**src/rtl/gpio_xp_pkg.sv**
```systemverilog
package gpio_xp_pkg;
  // Register group, selected by index bits [2:1]
  typedef enum logic [1:0] {
    GRP_IN  = 2'd0,
    GRP_OUT = 2'd1,
    GRP_POL = 2'd2,
    GRP_CFG = 2'd3
  } reg_grp_e;

  localparam int IDX_W = 3;
endpackage

```
**src/rtl/gpio_sync.sv**
```systemverilog
module gpio_sync #(
  parameter int W      = 8,
  parameter int STAGES = 2
) (
  input  logic         clk,
  input  logic         rst,
  input  logic [W-1:0] d,
  output logic [W-1:0] q
);
  logic [W-1:0] stage_q [STAGES];

  genvar s;
  generate
    for (s = 0; s < STAGES; s++) begin : g_stage
      if (s == 0) begin : g_first
        always_ff @(posedge clk) begin
          if (rst) stage_q[s] <= '0;
          else     stage_q[s] <= d;
        end
      end else begin : g_next
        always_ff @(posedge clk) begin
          if (rst) stage_q[s] <= '0;
          else     stage_q[s] <= stage_q[s-1];
        end
      end
    end
  endgenerate

  assign q = stage_q[STAGES-1];
endmodule

```
**src/rtl/gpio_half.sv**
```systemverilog
module gpio_half #(
  parameter int W = 8
) (
  input  logic         clk,
  input  logic         rst,
  input  logic         wr_out,
  input  logic         wr_pol,
  input  logic         wr_cfg,
  input  logic [W-1:0] wdata,
  input  logic         capture,
  input  logic [W-1:0] lvl,
  output logic [W-1:0] out_q,
  output logic [W-1:0] pol_q,
  output logic [W-1:0] cfg_q,
  output logic [W-1:0] in_view,
  output logic         pend
);
  logic [W-1:0] cap_q;

  always_ff @(posedge clk) begin
    if (rst) begin
      out_q <= '1;
      pol_q <= '0;
      cfg_q <= '1;
      cap_q <= '0;
    end else begin
      if (wr_out)  out_q <= wdata;
      if (wr_pol)  pol_q <= wdata;
      if (wr_cfg)  cfg_q <= wdata;
      if (capture) cap_q <= lvl;
    end
  end

  assign in_view = lvl ^ pol_q;
  // only input-direction pins can flag a change
  assign pend    = |((lvl ^ cap_q) & cfg_q);
endmodule

```
**src/rtl/gpio_expander.sv**
```systemverilog
module gpio_expander #(
  parameter int PORT_W      = 8,
  parameter int SYNC_STAGES = 2
) (
  input  logic                clk,
  input  logic                rst,
  input  logic [2:0]          reg_idx,
  input  logic                wr_en,
  input  logic [PORT_W-1:0]   wr_data,
  input  logic                rd_en,
  output logic [PORT_W-1:0]   rd_data,
  input  logic [2*PORT_W-1:0] pin_in,
  output logic [2*PORT_W-1:0] pin_out,
  output logic [2*PORT_W-1:0] pin_oe,
  output logic                irq_n
);
  import gpio_xp_pkg::*;

  localparam int HALVES = 2;
  localparam int PIN_W  = HALVES * PORT_W;

  logic [PIN_W-1:0] lvl;
  reg_grp_e         grp;
  logic             half_sel;

  logic [PORT_W-1:0] out_h  [HALVES];
  logic [PORT_W-1:0] pol_h  [HALVES];
  logic [PORT_W-1:0] cfg_h  [HALVES];
  logic [PORT_W-1:0] view_h [HALVES];
  logic [HALVES-1:0] pend_h;

  gpio_sync #(.W(PIN_W), .STAGES(SYNC_STAGES)) u_sync (
    .clk (clk),
    .rst (rst),
    .d   (pin_in),
    .q   (lvl)
  );

  assign grp      = reg_grp_e'(reg_idx[2:1]);
  assign half_sel = reg_idx[0];

  genvar h;
  generate
    for (h = 0; h < HALVES; h++) begin : g_half
      logic hit;
      assign hit = (half_sel == h[0]);

      gpio_half #(.W(PORT_W)) u_half (
        .clk     (clk),
        .rst     (rst),
        .wr_out  (wr_en && hit && grp == GRP_OUT),
        .wr_pol  (wr_en && hit && grp == GRP_POL),
        .wr_cfg  (wr_en && hit && grp == GRP_CFG),
        .wdata   (wr_data),
        .capture (rd_en && hit && grp == GRP_IN),
        .lvl     (lvl[h*PORT_W +: PORT_W]),
        .out_q   (out_h[h]),
        .pol_q   (pol_h[h]),
        .cfg_q   (cfg_h[h]),
        .in_view (view_h[h]),
        .pend    (pend_h[h])
      );

      assign pin_oe[h*PORT_W +: PORT_W]  = ~cfg_h[h];
      assign pin_out[h*PORT_W +: PORT_W] = out_h[h] & ~cfg_h[h];
    end
  endgenerate

  logic [PORT_W-1:0] rd_mux;
  always_comb begin
    unique case (grp)
      GRP_IN:  rd_mux = view_h[half_sel];
      GRP_OUT: rd_mux = out_h[half_sel];
      GRP_POL: rd_mux = pol_h[half_sel];
      default: rd_mux = cfg_h[half_sel];
    endcase
  end

  always_ff @(posedge clk) begin
    if (rst) begin
      rd_data <= '0;
      irq_n   <= 1'b1;
    end else begin
      if (rd_en) rd_data <= rd_mux;
      irq_n <= ~|pend_h;
    end
  end
endmodule

```
**config.mk**
```make
export PLATFORM = sky130hd
export DESIGN_NAME = gpio_expander
export DESIGN_NICKNAME = d
export VERILOG_FILES = /design/src/rtl/gpio_xp_pkg.sv /design/src/rtl/gpio_sync.sv /design/src/rtl/gpio_half.sv /design/src/rtl/gpio_expander.sv
export SDC_FILE = /design/constraint.sdc
export NUM_CORES = 1
export LEC_CHECK = 0
export BUFFER_PORTS_ARGS = -buffer_cell sky130_fd_sc_hd__buf_2
export CELL_PAD_IN_SITES_DETAIL_PLACEMENT = 1
export CELL_PAD_IN_SITES_GLOBAL_PLACEMENT = 2
export CORE_MARGIN = 5
export CORE_UTILIZATION = 34
export DETAILED_ROUTE_END_ITERATION = 12
export PLACE_DENSITY_LB_ADDON = 0.1
export SETUP_SLACK_MARGIN = 0.5
export SKIP_CTS_REPAIR_TIMING = 1
export SYNTH_ARGS = -nofsm -noshare
export SYNTH_HDL_FRONTEND = slang
export SYNTH_SLANG_ARGS = --single-unit
```
**constraint.sdc**
```tcl
create_clock -name clk -period 1.9 [get_ports clk]
set_clock_uncertainty 0.05 [all_clocks]
set_input_delay 0.475 -clock clk [delete_from_list [all_inputs] [get_ports clk]]
set_output_delay 0.475 -clock clk [all_outputs]
set_load 0.1 [all_outputs]
```
## Word-level counts from Yosys, hierarchy flattened

Memories as Yosys holds them, arrays and structs flattened.
Cells that the tools add are included.

- Flip-flop bits (word level): 73
- Bits in writable memories: 32
- Input port bits: 31
- Output and inout bits: 41
- Logic and storage cells: 62
- Memories kept: 1

- $lt $le $gt $ge: 1
- Equality and inequality tests: 3
- Muxes and demuxes: 18
- Bitwise operators: 14
- Reduce and logical (&&, ||, !) cells: 15

Memories:

| name | words | bits a word | read ports | clocked after memory_dff | wr ports | RTL line | RTL |
|---|---|---|---|---|---|---|---|
| u_sync.stage_q | 2 | 16 | 2 | 0 | 2 | gpio_sync.sv:10 | `logic [W-1:0] stage_q [STAGES];` |

Operator list:

| cell | number |
|---|---|
| 2-to-1 mux 8 bit | 12 |
| bitwise AND 8 bit | 4 |
| 2-to-1 mux 16 bit | 2 |
| bitwise XOR 8 bit | 4 |
| one-hot mux 8 bit (3 select lines) | 1 |
| inverter 8 bit | 2 |
| OR reduction 16 bit | 1 |
| logical AND 1 bit | 12 |
| equality test 2 bit (second input constant) | 2 |
| 2-to-1 mux 1 bit | 3 |
| equality test 2 x 1 -> 1 bit (second input constant) | 1 |
| greater-or-equal comparator 2 bit (second input constant) | 1 |
| logical NOT 2 bit | 1 |
| inverter 1 -> 2 bit | 1 |
| bitwise OR 1 bit | 2 |
| logical NOT 1 bit | 1 |
| inverter 1 bit | 1 |

## Logic depth before layout (Yosys ltp)

Gate-level depths: netlist of the first run.

- Word-level depth: 5
- Mapped depth: 6
- Depth with buffers taken out: 4

## Cells and area by module

A second synthesis of the first run with hierarchy kept.

- Cells, all modules: 457
- Area total of the unflattened synthesis: 4665.7 µm²

Modules (own cells, without submodules):

| module | times used | cells each | area each (µm²) | sequential area each (µm²) |
|---|---|---|---|---|
| gpio_half | 2 | 124 | 1338.8 | 640.6 |
| gpio_expander | 1 | 142 | 1124.8 | 180.2 |
| gpio_sync | 1 | 67 | 863.3 | 640.6 |

## Worst setup path before layout of the first run

OpenSTA, ideal clock, no wires.

- Path type: register to output
- From: reg g_half[1].u_half.out_q[2]
- To: out pin_out[10]
- Data arrival time: 1.680 ns
- Required time: 1.375 ns
- Path slack: -0.305 ns
- Cell stages (with the launch flop): 2
- Buffers on the path: 0
- Path through: dfxtp_1 nor2b_1

- Cells in the longest elaborated chain, start to end: 1

RTL lines:

| element | RTL line | RTL |
|---|---|---|
| start: declaration | gpio_half.sv:12 | `output logic [W-1:0] out_q,` |
| start signal: assignment | gpio_half.sv:27 | `if (wr_out) out_q <= wdata;` |
| bitwise AND 8 bit | gpio_expander.sv:65 | `assign pin_out[h*PORT_W +: PORT_W] = out_h[h] & ~cfg_h[h];` |
| end: declaration | gpio_expander.sv:13 | `output logic [2*PORT_W-1:0] pin_out,` |

No other way between the ends.

## Worst setup path in the final report of the first run

- From: reg g_half[1].u_half.out_q[5]
- To: out pin_out[13]

The elaborated chain is that of the path after synthesis.

==> impl_metrics.csv, run 1 <==
group,metric,value,unit
global_route,grt_first_pass_wirelength,24100,um
clock_network,numClockSinks,105,
place,placed_area,5420,um2
timing,fmax,614,MHz
yosys,yosys.area.top_type,"dfxtp_1",
min_path,min_path_type,"in -> reg",
die,num_rows,42,
route,wl_per_cell,20.5,um
yosys,dominantRegCellSynth,"dfxtp_1",
setup_path,cp.required,1.37,ns
yosys,synth.top_cell.area_share,46.0,%
cells_and_area,fillers,1498,
yosys,synth_common_cells,"dfxtp_1, nand2_1, nor2b_1",
pwr,power.density,784,nW/um2
die,io_pins,72,
yosys,ys_warn_count,0,
timing,slew_headroom,68.2,%
place,place_congestion,0.859,
route,drc,0,
timing,tns,0,ns
cells_and_area,antenna_cells,0,
route,first_iter_violations,190,
cells_and_area,area_delta_synth_final,47.0,%
place,dp_slack,-0.187,ns
flow_run,cap_violations,0,
clock_network,cts_buffer_depth,2,
route,dr.pass1.iters,5,
clock_network,htreeDepth,3,
cells_and_area,fin_area,6710,um2
yosys,syn_nets,569,
cells_and_area,seq_area,2230,um2
timing,setup_violations,0,
die,die_x,126,um
clock_network,cts_buffers,9,
clock_network,clock_latency,0.36,ns
pwr,power,5.26,mW
yosys,syn-cell-area,4570,um2
global_route,grt_pass1_vias,4072,
global_route,grt_util_all_layers,20.0,%
clock_network,clk_pin_slew,0.08,ns
clock_network,cts_tree,"done",
die,core-area,13200,um2
timing,hold_viol_final,0,
place,dp_hpwl,12100,um
route,viasPerCell,5.16,
global_route,grt_max_degree,37,
timing,timing.final.ws_setup,0.271,ns
route,wl,16900,um
clock_network,clockRootBuffer,"clkbuf_16",
timing,whs,0.273,ns
run_status,outcome,"completed",
yosys,synthTopCellsByArea,"dfxtp_1, nand2_1, nor2b_1",
yosys,syn_area_per_cell,8.49,um2
pwr,max-vdd-ir-drop,0.439,mV
yosys,synth-edff-count,0,
setup_path,cp-end-kind,"output port",
cells_and_area,layout-drive-gt1-share,39.8,%
timing,period_share,85.7,%
cells_and_area,fin_nets,675,
yosys,synthArstFlopShare,0,%
route,vias,4259,
die,start_util,34.6,%
yosys,synth_cell_types,36,
timing,drv_slew,0,
yosys,seq_area_frac_synth,46.0,%
timing,worst_slew_pin_slew,0.477,ns
yosys,syn_inst,538,
setup_path,startpoint_type,"register",
timing,rsz0062_at_grt,"true",
yosys,ys_seq_elements,105,
timing,finalCriticalPeriod,1.63,ns
setup_path,worstSetupPathType,"reg -> out",
die,die_h,126,um
setup_path,path_max_fanout,3,
setup_path,worstPathArrival,1.10,ns
global_route,grt.overflow.total,0,
cells_and_area,multiInputGateArea,2360,um2
route,ant_nets,0,
pwr,cellLeakagePower,2.58,nW
global_route,antenna_found_initial,0,
place,port_buffers,71,
die,dieArea,15800,um2
-- final timing paths --
check	start	to	slack, ns	depth (start not counted)
max	g_half[1].u_half.out_q[5]	pin_out[13]	0.27	2
min	pin_in[0]	u_sync.stage_q[0][0]	0.27	2
max reg2reg	u_sync.stage_q[1][7]	rd_data[7]	0.35	4
min reg2reg	u_sync.stage_q[0][7]	u_sync.stage_q[1][7]	0.39	1
-- layout by cell type, fill, tap and decap left out, types with 3 or more instances in the layout --
cell type and n:
clkbuf_16 10, nor4bb_1 8, inv_1 9, inv_2 5, a211oi_1 7, dfxtp_2 25
and2_1 5, nand3b_1 9, buf_4 53, or2_4 3, a21oi_1 32, o21a_1 8
inv_6 4, nand2_1 104, and2_4 3, dfxtp_4 27, nor2_2 3, buf_6 11
nor2_4 10, clkinvlp_4 16, mux2i_1 8, buf_12 34, nor2b_4 8, nand3_1 9
o21ai_0 7, nor2_1 10, xor2_1 4, buf_8 3, o21bai_1 8, o22ai_1 6
buf_2 28, dfxtp_1 53, nor2b_1 40, o311a_1 8, xnor2_1 12, inv_4 3
o211ai_1 32, a222oi_1 8
-- critical path, cell delays in order, from the launching register on --
cell	delay (ns)
dfxtp_2	0.37
nor2b_4	0.19
buf_12	0.19
-- layer usage --
layer | track usage (%) | up-vias | routed length, um
li1 | - | 2043 | -
met1 | 25.5 | 2075 | 7240
met4 | 8.58 | 0 | 464
met5 | 0 | - | 0
met3 | 3.77 | 27 | 794
met2 | 32.9 | 114 | 8450
-- metrics by stage --
step	std cells	utilization [%]
finish	825	50.9
global route	825	50.9
CTS	787	43.5
detailed placement	771	41.1
global placement	771	41.1
floorplan	538	-
-- cells by family after synthesis --
family / share of synthesized area (%)
AND/OR/NAND/NOR: 24.5
buffers and inverters: 6.19
XOR/XNOR: 3.07
flip-flops: 46.0
multiplexers: 1.75
AO/OA/AOI/OAI: 18.5
-- state kept, by name, summed over array words and instances (netlist names) --
signal               flops
u_sync.stage_q          32
irq_n                    1
g_half.u_half.cfg_q     16
g_half.u_half.cap_q     16
g_half.u_half.out_q     16
g_half.u_half.pol_q     16
rd_data                  8
-- cell type report --
type                            count  area share, %
Tap cell                          176           3.28
Sequential cell                   105           33.3
Multi-Input combinational cell    366           35.2
Timing Repair Buffer              129           20.7
Clock buffer                       10           3.73
Clock inverter                      6          0.932
Inverter                           33           2.85
-- power breakdown --
part | switching (mW) | internal, mW | leakage, nW
combinational | 0.605 | 0.378 | 1.56
sequential | 0.0868 | 2.27 | 0.862
clock | 0.916 | 1.01 | 0.154
No activity file was read; power rests on OpenSTA's default activity.
==> inputs of run 2 (changes only) <==
--- a/config.mk
+++ b/config.mk
@@ -5,7 +5,7 @@
 export SDC_FILE = /design/constraint.sdc
 export NUM_CORES = 1
 export LEC_CHECK = 0
-export BUFFER_PORTS_ARGS = -buffer_cell sky130_fd_sc_hd__buf_2
+export BUFFER_PORTS_ARGS = -buffer_cell sky130_fd_sc_hd__clkbuf_2
 export CELL_PAD_IN_SITES_DETAIL_PLACEMENT = 1
 export CELL_PAD_IN_SITES_GLOBAL_PLACEMENT = 2
 export CORE_MARGIN = 5
==> constraint.sdc (replaced) <==
create_clock -name clk -period 1.5 [get_ports clk]
set_clock_uncertainty 0.05 [all_clocks]
set_input_delay 0.375 -clock clk [delete_from_list [all_inputs] [get_ports clk]]
set_output_delay 0.375 -clock clk [all_outputs]
set_load 0.1 [all_outputs]
==> impl_metrics.csv, run 2 (synthesis results as in run 1) <==
group,metric,value,unit
timing,fmax,613,MHz
place,place_congestion,0.873,
cells_and_area,mostFrequentLayoutCell,"buf_4",
cells_and_area,largest_reg_flops,32,
die,num_rows,42,
die,dieArea,15800,um2
clock_network,clock_latency,0.36,ns
timing,setup_violations,9,
cells_and_area,area_delta_synth_final,67.1,%
timing,slew_headroom,64.9,%
setup_path,worstReg2RegEnd,"rd_data[5]",
setup_path,r2r_start,"u_sync.stage_q[1][5]",
global_route,grt_pass1_vias,4206,
setup_path,worstSetupPathType,"reg -> reg",
timing,period_share,109,%
die,io_pins,72,
timing,timing.final.ws_setup,-0.133,ns
die,die_h,126,um
die,core-area,13200,um2
pwr,max-vdd-ir-drop,1.03,mV
place,port_buffers,71,
min_path,min_path_cells,2,
place,placed_area,6410,um2
global_route,grt.overflow.total,0,
timing,whs,0.175,ns
setup_path,cp-end-kind,"register",
route,viasPerCell,5.10,
min_path,hold_start,"pin_in[6]",
clock_network,htreeDepth,3,
timing,finalCriticalPeriod,1.63,ns
setup_path,r2r_slack,-0.13,ns
min_path,min_path_type,"in -> reg",
setup_path,path_max_fanout,4,
global_route,grt_first_pass_wirelength,25100,um
die,start_util,34.6,%
cells_and_area,layout-drive-gt1-share,56.4,%
cells_and_area,fin_nets,712,
global_route,grt_max_degree,33,
timing,worst_slew_pin_slew,0.527,ns
route,wl,17700,um
clock_network,clk_pin_slew,0.07,ns
timing,drv_slew,0,
cells_and_area,antenna_cells,0,
timing,rsz0062_at_grt,"true",
route,vias,4396,
clock_network,clockRootBuffer,"clkbuf_16",
route,wl_per_cell,20.6,um
clock_network,cts_buffers,9,
clock_network,numClockSinks,105,
die,die_x,126,um
route,ant_nets,0,
place,place_inst,798,
run_status,outcome,"complete, but fails checks",
global_route,grt_util_all_layers,20.6,%
clock_network,cts_tree,"done",
place,dp_slack,-0.581,ns
cells_and_area,fin_area,7630,um2
place,dp_hpwl,12500,um
cells_and_area,fillers,1441,
setup_path,cp.required,1.71,ns
setup_path,startpoint_type,"register",
route,first_iter_violations,269,
cells_and_area,instances_no_fill,862,
global_route,antenna_found_initial,0,
cells_and_area,largest_register,"u_sync.stage_q",
route,dr.pass1.iters,4,
flow_run,cap_violations,0,
setup_path,worstPathArrival,1.84,ns
route,drc,0,
timing,hold_viol_final,0,
pwr,power.density,883,nW/um2
run_status,violations,"setup timing",
setup_path,r2r_cells,4,
pwr,cellLeakagePower,2.99,nW
cells_and_area,layout_common_cells,"buf_4, dfxtp_1, buf_12",
clock_network,cts_buffer_depth,2,
cells_and_area,post-route-util,57.9,%
min_path,whs_endpoint,"u_sync.stage_q[0][6]",
## run 2: cell count changes in the layout (fill, tap and decap cells not counted), moves of 15 or more
| cell | delta |
|---|---|
| buf_2 | -28 |
| nand2_1 | -57 |
| a21oi_2 | +15 |
| clkbuf_2 | +27 |
| nand2_2 | +45 |
| a21oi_1 | -15 |
## run 2: final cells by class
| cell class | count | area, um2 | share of cell area, % |
|---|---|---|---|
| Clock buffer | 11 | 243 | 3.18 |
| Clock inverter | 5 | 41.3 | 0.541 |
| Inverter | 33 | 196 | 2.57 |
| Multi-Input combinational cell | 366 | 2780 | 36.4 |
| Sequential cell | 105 | 2250 | 29.5 |
| Tap cell | 176 | 220 | 2.89 |
| Timing Repair Buffer | 166 | 1900 | 25.0 |
## run 2: worst max-delay path by stage
stage,startpoint,endpoint,slack [ns],cells after the start
4_1_cts,u_sync.stage_q[1][0],rd_data[0],-0.23,4
2_1_floorplan,g_half[1].u_half.cfg_q[6],irq_n,-0.06,4
3_3_place_gp,reg_idx[2],rd_data[0],-0.55,6
6_report,u_sync.stage_q[1][5],rd_data[5],-0.13,4
3_5_place_dp,reg_idx[2],rd_data[0],-0.58,6
5_1_grt,u_sync.stage_q[1][5],rd_data[5],-0.20,4
## run 2: per-layer routing
layer  wire length [um]  global-route usage [%]
met1               7380                    28.1
met3               1150                    5.17
met5                  0                       0
met4                299                    4.42
met2               8890                    33.2
## run 2: per-stage QoR
step	power, mW	setup TNS (ns)
global placement	4.30	-9.06
global route	7.03	-1.07
CTS	6.61	-1.49
finish	6.74	-0.407
detailed placement	4.32	-11.49
floorplan	3.80	-0.0566
## run 2: power by group
group	total (mW)	switching (mW)	internal, mW
registers	2.97	0.109	2.87
logic	1.47	0.857	0.612
clock network	2.30	1.10	1.20
## run 2: worst max-delay path: stages, from the launching register on
cell	delay [ns]
dfxtp_4	0.37
and2_4	0.15
a222oi_1	0.46
o211ai_1	0.26
a211oi_1	0.25
==> inputs of run 3 (changes only) <==
--- a/config.mk
+++ b/config.mk
@@ -9,7 +9,8 @@
 export CELL_PAD_IN_SITES_DETAIL_PLACEMENT = 1
 export CELL_PAD_IN_SITES_GLOBAL_PLACEMENT = 2
 export CORE_MARGIN = 5
-export CORE_UTILIZATION = 34
+export CORE_UTILIZATION = 36
+export CTS_CLUSTER_SIZE = 30
 export DETAILED_ROUTE_END_ITERATION = 12
 export PLACE_DENSITY_LB_ADDON = 0.1
 export SETUP_SLACK_MARGIN = 0.5
==> constraint.sdc (replaced) <==
create_clock -name clk -period 2.1 [get_ports clk]
set_clock_uncertainty 0.05 [all_clocks]
set_input_delay 0.525 -clock clk [delete_from_list [all_inputs] [get_ports clk]]
set_output_delay 0.525 -clock clk [all_outputs]
set_load 0.1 [all_outputs]
==> impl_metrics.csv, run 3 (synthesis results as in run 1) <==
group,metric,value,unit
timing,fmax,590,MHz
die,start_util,36.5,%
setup_path,path_max_fanout,3,
run_status,outcome,"completed",
pwr,cellLeakagePower,2.53,nW
route,vias,4205,
setup_path,worstSetupPathType,"reg -> out",
die,io_pins,72,
cells_and_area,layout_common_cells,"nand2_1, dfxtp_1, buf_4",
die,core-area,12500,um2
die,die_x,123,um
cells_and_area,seq_area,2180,um2
global_route,grt_max_degree,74,
setup_path,cp.required,1.52,ns
pwr,power,4.63,mW
clock_network,cts_buffer_depth,2,
route,wl,16300,um
cells_and_area,antenna_cells,0,
global_route,grt_pass1_vias,4077,
cells_and_area,largest_register,"u_sync.stage_q",
setup_path,worstPathArrival,1.12,ns
place,port_buffers,71,
flow_run,cap_violations,0,
clock_network,clk_pin_slew,0.07,ns
clock_network,cts_tree,"done",
cells_and_area,largest_reg_flops,32,
place,dp_slack,0.186,ns
timing,slew_headroom,64.7,%
die,dieArea,15000,um2
global_route,grt_first_pass_wirelength,23600,um
pwr,power.density,720,nW/um2
cells_and_area,mostFrequentLayoutCell,"nand2_1",
route,dr.pass1.iters,5,
route,ant_nets,0,
clock_network,htreeDepth,3,
min_path,min_path_type,"in -> reg",
timing,finalCriticalPeriod,1.70,ns
pwr,max-vdd-ir-drop,0.732,mV
cells_and_area,layout-drive-gt1-share,34.0,%
die,num_rows,41,
cells_and_area,multiInputGateArea,2300,um2
timing,timing.final.ws_setup,0.405,ns
route,wl_per_cell,20.0,um
cells_and_area,fillers,1464,
timing,hold_viol_final,0,
timing,drv_slew,0,
timing,period_share,80.7,%
setup_path,cp-end-kind,"output port",
setup_path,startpoint_type,"register",
cells_and_area,fin_nets,668,
global_route,antenna_found_initial,0,
global_route,grt.overflow.total,0,
place,place_congestion,0.886,
cells_and_area,area_delta_synth_final,40.7,%
place,dp_hpwl,11500,um
global_route,grt_util_all_layers,21.5,%
timing,setup_violations,0,
timing,rsz0062_at_grt,"true",
route,first_iter_violations,258,
clock_network,cts_buffers,9,
route,drc,0,
clock_network,clock_latency,0.37,ns
route,viasPerCell,5.17,
die,die_h,123,um
clock_network,numClockSinks,105,
timing,worst_slew_pin_slew,0.528,ns
timing,tns,0,ns
clock_network,clockRootBuffer,"clkbuf_16",
run 3: routing by layer:
layer / GRT usage, % / vias up / wire, um
met5: 0 / - / 0
met3: 4.06 / 20 / 606
met1: 28.0 / 2054 / 7340
met4: 8.89 / 0 / 389
met2: 35.0 / 95 / 7980
li1: - / 2036 / -
run 3: area by class of cell:
type / count / share of cell area [%]
clock buffers: 11 / 3.78
clock inverters: 5 / 0.701
well taps: 172 / 3.35
inverters: 33 / 2.80
flip-flops and latches: 105 / 33.9
multi-input cells: 366 / 35.9
repair buffers: 122 / 19.6
run 3: through the flow:
stage               hold WS, ns  utilization [%]  instances  instance area, um2
floorplan                 0.364                -        538                4730
global placement          0.369             42.3        766                5300
detailed placement        0.374             42.3        766                5300
finish                    0.317             51.3        814                6420
CTS                       0.303             44.6        782                5590
global route              0.319             51.3        814                6420
run 3: final timing paths:
path              slack (ns)  cells past startpoint              endpoint                 startpoint
setup / recovery        0.40                      2           pin_out[11]  g_half[1].u_half.out_q[3]
hold / removal          0.32                      2  u_sync.stage_q[0][9]                  pin_in[9]
setup reg to reg        0.63                      4            rd_data[2]       u_sync.stage_q[1][2]
hold reg to reg         0.38                      1  u_sync.stage_q[1][4]       u_sync.stage_q[0][4]
run 3: worst max-delay path, cell delays in order, from the launching register on:
cell and delay [ns]:
dfxtp_2 0.35, nor2b_4 0.20, buf_12 0.19
run 3: power breakdown:
part | total [mW] | leakage [nW] | switching (mW) | internal [mW]
combinational | 0.832 | 1.55 | 0.532 | 0.300
sequential | 2.13 | 0.851 | 0.0742 | 2.05
clock | 1.66 | 0.139 | 0.808 | 0.856
